===== src/rtl/fanout_pkg.sv =====
package fanout_pkg;

    localparam int unsigned NPORT = 2;

    typedef enum logic {
        PORT_LO = 1'b0,
        PORT_HI = 1'b1
    } port_sel_e;

endpackage


===== src/rtl/fanout_route_decode.sv =====
module fanout_route_decode
    import fanout_pkg::*;
(
    input  logic             evt_req,
    input  logic             evt_ack,
    input  logic             route,
    input  logic [NPORT-1:0] port_free,
    output logic             pending,
    output logic             blocked,
    output logic [NPORT-1:0] take
);

    port_sel_e sel;

    always_comb begin
        sel     = port_sel_e'(route);
        pending = evt_req ^ evt_ack;
        take    = '0;
        blocked = 1'b0;
        if (pending) begin
            if (port_free[sel]) begin
                take[sel] = 1'b1;
            end else begin
                blocked = 1'b1;
            end
        end
    end

    // one output at most claims an item in any cycle
    always_comb begin
        assert_single_take_R4: assert ($onehot0(take));
    end

endmodule


===== src/rtl/fanout_port_slot.sv =====
module fanout_port_slot #(
    parameter int unsigned DATA_W = 8
) (
    input  logic              clk,
    input  logic              rst_n,
    input  logic              take,
    input  logic [DATA_W-1:0] din,
    input  logic              ack_in,
    output logic              req_out,
    output logic              acc_out,
    output logic [DATA_W-1:0] data_out,
    output logic              free
);

    typedef struct packed {
        logic              req;
        logic              acc;
        logic [DATA_W-1:0] data;
    } slot_t;

    slot_t st_d, st_q;

    always_comb begin
        st_d = st_q;
        if (take) begin
            st_d.data = din;
            st_d.req  = ~st_q.req;
            st_d.acc  = ~st_q.acc;
        end
    end

    always_ff @(posedge clk) begin
        if (!rst_n) begin
            st_q <= '0;
        end else begin
            st_q <= st_d;
        end
    end

    assign free     = (st_q.req == ack_in);
    assign req_out  = st_q.req;
    assign acc_out  = st_q.acc;
    assign data_out = st_q.data;

    // an occupied register keeps its request phase and its word
    assert_busy_req_R7: assert property (@(posedge clk) disable iff (!rst_n)
        (req_out != ack_in) |=> $stable(req_out));
    assert_busy_data_R7: assert property (@(posedge clk) disable iff (!rst_n)
        (req_out != ack_in) |=> $stable(data_out));

endmodule


===== src/rtl/fanout_route_node.sv =====
module fanout_route_node
    import fanout_pkg::*;
#(
    parameter int unsigned DATA_W = 8
) (
    input  logic                    clk,
    input  logic                    rst_n,
    input  logic                    in_req,
    input  logic                    in_route,
    input  logic [DATA_W-1:0]       in_data,
    output logic                    in_ack,
    output logic [NPORT-1:0]        out_req,
    output logic [NPORT*DATA_W-1:0] out_data,
    input  logic [NPORT-1:0]        out_ack
);

    logic [NPORT-1:0] port_free;
    logic [NPORT-1:0] port_take;
    logic [NPORT-1:0] port_acc;
    logic             evt_pending;
    logic             evt_blocked;

    fanout_route_decode u_decode (
        .evt_req   (in_req),
        .evt_ack   (in_ack),
        .route     (in_route),
        .port_free (port_free),
        .pending   (evt_pending),
        .blocked   (evt_blocked),
        .take      (port_take)
    );

    for (genvar p = 0; p < NPORT; p++) begin : g_port
        fanout_port_slot #(
            .DATA_W (DATA_W)
        ) u_slot (
            .clk      (clk),
            .rst_n    (rst_n),
            .take     (port_take[p]),
            .din      (in_data),
            .ack_in   (out_ack[p]),
            .req_out  (out_req[p]),
            .acc_out  (port_acc[p]),
            .data_out (out_data[p*DATA_W +: DATA_W]),
            .free     (port_free[p])
        );
    end

    assign in_ack = ^port_acc;

    // acknowledge moves only in answer to an input event
    assert_ack_needs_event_R5: assert property (@(posedge clk) disable iff (!rst_n)
        (in_req == in_ack) |=> $stable(in_ack));
    // acknowledge withheld while the targeted output is occupied
    assert_hold_ack_R8: assert property (@(posedge clk) disable iff (!rst_n)
        evt_blocked |=> $stable(in_ack));
    // outputs frozen with no input event
    assert_idle_outputs_R6: assert property (@(posedge clk) disable iff (!rst_n)
        (in_req == in_ack) |=> $stable(out_req));
    // an item toggles no more than one output request
    assert_one_toggle_R4: assert property (@(posedge clk) disable iff (!rst_n)
        evt_pending |=> ($countones(out_req ^ $past(out_req)) <= 1));

endmodule


===== config.mk =====
export PLATFORM = sky130hd
export DESIGN_NAME = fanout_route_node
export DESIGN_NICKNAME = d
export VERILOG_FILES = /design/src/rtl/fanout_pkg.sv /design/src/rtl/fanout_route_decode.sv /design/src/rtl/fanout_port_slot.sv /design/src/rtl/fanout_route_node.sv
export SDC_FILE = /design/constraint.sdc
export NUM_CORES = 1
export LEC_CHECK = 0
export BUFFER_PORTS_ARGS = -buffer_cell sky130_fd_sc_hd__buf_2
export CORE_UTILIZATION = 30
export DETAILED_ROUTE_END_ITERATION = 10
export RECOVER_POWER = 50
export SYNTH_ARGS = -nofsm -noshare
export SYNTH_HDL_FRONTEND = slang
export SYNTH_SLANG_ARGS = --single-unit

===== constraint.sdc =====
create_clock -name clk -period 2.1 [get_ports clk]
set_clock_uncertainty 0.15 [all_clocks]
set_input_delay 0.42 -clock clk [delete_from_list [all_inputs] [get_ports clk]]
set_output_delay 0.42 -clock clk [all_outputs]
set_load 0.02 [all_outputs]

==> results_dict.tcl <==
set metrics [dict create \
    status "complete, no violations" \
    max_freq_mhz 569 \
    clockRootBuffer "clkbuf_4" \
    final_util 0.382 \
    ctsResizeCount 0 \
    finalHoldViolations 0 \
    hold_end "g_port[1].u_slot.req_out" \
    cpPeakStageDelay_ns 0.57 \
    timing.rr.end "g_port[0].u_slot.data_out[7]" \
    max-vdd-ir-drop_uv 201 \
    via_count 884 \
    dp_hpwl_mm 1.62 \
    worst-path-buf-inv 1 \
    fillers 347 \
    crit_slowest_cell "xnor3_1" \
    reg2reg_slack_ns 0.34 \
    postSynthAreaPerCell_um2 9.58 \
    period_share 0.836 \
    cp-startpoint "g_port[0].u_slot.acc_out" \
    powerDensity_nw_per_um2 786 \
    path_cells "xnor3_1 -> buf_4 -> o31ai_1 -> a21oi_1" \
    timing.rr.start "g_port[0].u_slot.acc_out" \
    fin_nets 147 \
    synthToLayoutAreaGrowth_pct 21.5 \
    core-area_um2 3050 \
    synth_area_leaders "dfxtp_1 42%, o31ai_1 13%, nand4_1 10%" \
    reg2reg_depth 4 \
    clkLatencyLatePin_ns 0.29 \
    grt_overflow_total 0 \
    layout-drive-gt1-share 0.189 \
    antenna_found_initial 0 \
    drc 0 \
    setup_viol 0 \
    crit_type "register to register" \
    die_w_um 58.5 \
    slew_headroom 0.590 \
    path_clk_slew_ns 0.11 \
    initial_core_util 0.314 \
    die_h_um 58.5 \
    cts_tree "built" \
    synth_top_area_cell "dfxtp_1" \
    hp-class "input pin to register" \
    portBuffers 32 \
    max-cap-violations 0 \
    worst_pin_slew_ns 0.613 \
    synth_area_um2 958 \
    holdPathStages 2 \
    design_power_total_mw 0.915 \
    cp-start-kind "register" \
    placed_cell_area_um2 1160 \
    grt_pass1_vias 821 \
    drtIter0Drc 29 \
    cp-end-kind "register" \
    synth_seq_cells 20 \
    slew_violations 0 \
    yosys.area.top_type_share 0.418 \
    most-common-layout-cells "20 x dfxtp_1, 19 x a21oi_1, 19 x clkbuf_1" \
    synth_warnings 0 \
    antenna_left 0 \
    dieArea_um2 3420 \
    ys_seq_area_frac 0.418 \
    syn_inst 100 \
    drt-total-wl_mm 2.21 \
    drt-vias-per-instance 5.02 \
    grt_start_max_net_pins 21 \
    grt_pass1_wl_mm 3.72 \
    antenna_cells 0 \
    design_area_um2 1160 \
    cp_data_required_time_ns 2.12 \
    layout_commonest_cell "dfxtp_1" \
    cts_buffers 3 \
    htreeDepth 1 \
    dp_cells 172 \
    cts_hold_buf 0 \
    rsz0062_at_grt "false" \
    fin_crit_ns 1.76 \
    ios 33 \
    arrival_ns 1.78 \
    cts_buffer_depth 2 \
    avgRoutedWirePerCell_um 12.6 \
    fin_cells 176 \
    cts_setup_buffers 0 \
    crit_fanout 12 \
    gp_congestion 0.784 \
    grt_use_total 0.144 \
    power_leakage_nw 0.417 \
    num_rows 20 \
    cp_top_family "XOR/XNOR gates" \
    clock-sinks 20 \
    hp-start "rst_n" \
    synth_fp_nets 114 \
    firstDrtPassIters 4 \
    setup_tns_ns 0 \
    synthDistinctLibCells 19 \
]
[cell families after synthesis]
family | share of synthesized area
compound gates | 0.268
flops | 0.418
xor+xnor | 0.116
simple gates | 0.119
buf+inv | 0.0796
[layer usage]
metal / global-route usage / share of wire / routed length, µm
met1: 0.185 / 0.47 / 1040
met2: 0.238 / 0.47 / 1040
met3: 0.0198 / 0.046 / 101
met4: 0.0714 / 0.012 / 27
met5: 0 / 0 / 0
[worst max path at each step]
| stage | to | slack (ns) | cells past startpoint |
|---|---|---|---|
| 2_1_floorplan | g_port[1].u_slot.req_out | 0.45 | 4 |
| 3_3_place_gp | g_port[0].u_slot.data_out[4] | 0.34 | 5 |
| 3_5_place_dp | g_port[0].u_slot.data_out[7] | 0.28 | 5 |
| 4_1_cts | g_port[0].u_slot.data_out[7] | 0.34 | 4 |
| 5_1_grt | g_port[0].u_slot.data_out[3] | 0.22 | 4 |
| 6_report | g_port[0].u_slot.data_out[7] | 0.34 | 4 |
[flip-flops by register name, indices dropped and copies added (netlist names)]
name                    count
g_port.u_slot.req_out       2
g_port.u_slot.data_out     16
g_port.u_slot.acc_out       2
[synthesized netlist by cell type (all sizes together)]
library cell and n:
a311oi 2, o31a 1, clkbuf 5, xor3 1
or4 1, xor2 3, nor4 1, buf 6
a21oi 19, o31ai 17, nand4 16, xnor2 4
xnor3 1, dfxtp 20, clkinv 1, inv 1
o21a 1
[where the power goes]
| part | total (mW) | internal (mW) | switching, mW |
|---|---|---|---|
| Sequential | 0.425 | 0.407 | 0.0181 |
| Clock | 0.217 | 0.106 | 0.111 |
| Combinational | 0.273 | 0.0978 | 0.175 |
| Total | 0.915 | 0.611 | 0.305 |
[per-stage QoR]
step	hold slack [ns]	worst slack, ns
floorplan	0.350	0.445
global placement	0.307	0.335
detailed placement	0.310	0.279
CTS	0.196	0.342
global route	0.203	0.224
finish	0.196	0.344
[area by class of cell]
type,instances,area (µm²),area share
tap,44,55.1,0.0473
multi-input combinational,67,482,0.414
sequential,20,400,0.344
timing repair buffer,39,184,0.158
inverter,2,7.51,0.00644
clock buffer,4,36.3,0.0311
(Power assumes the default switching activity.)
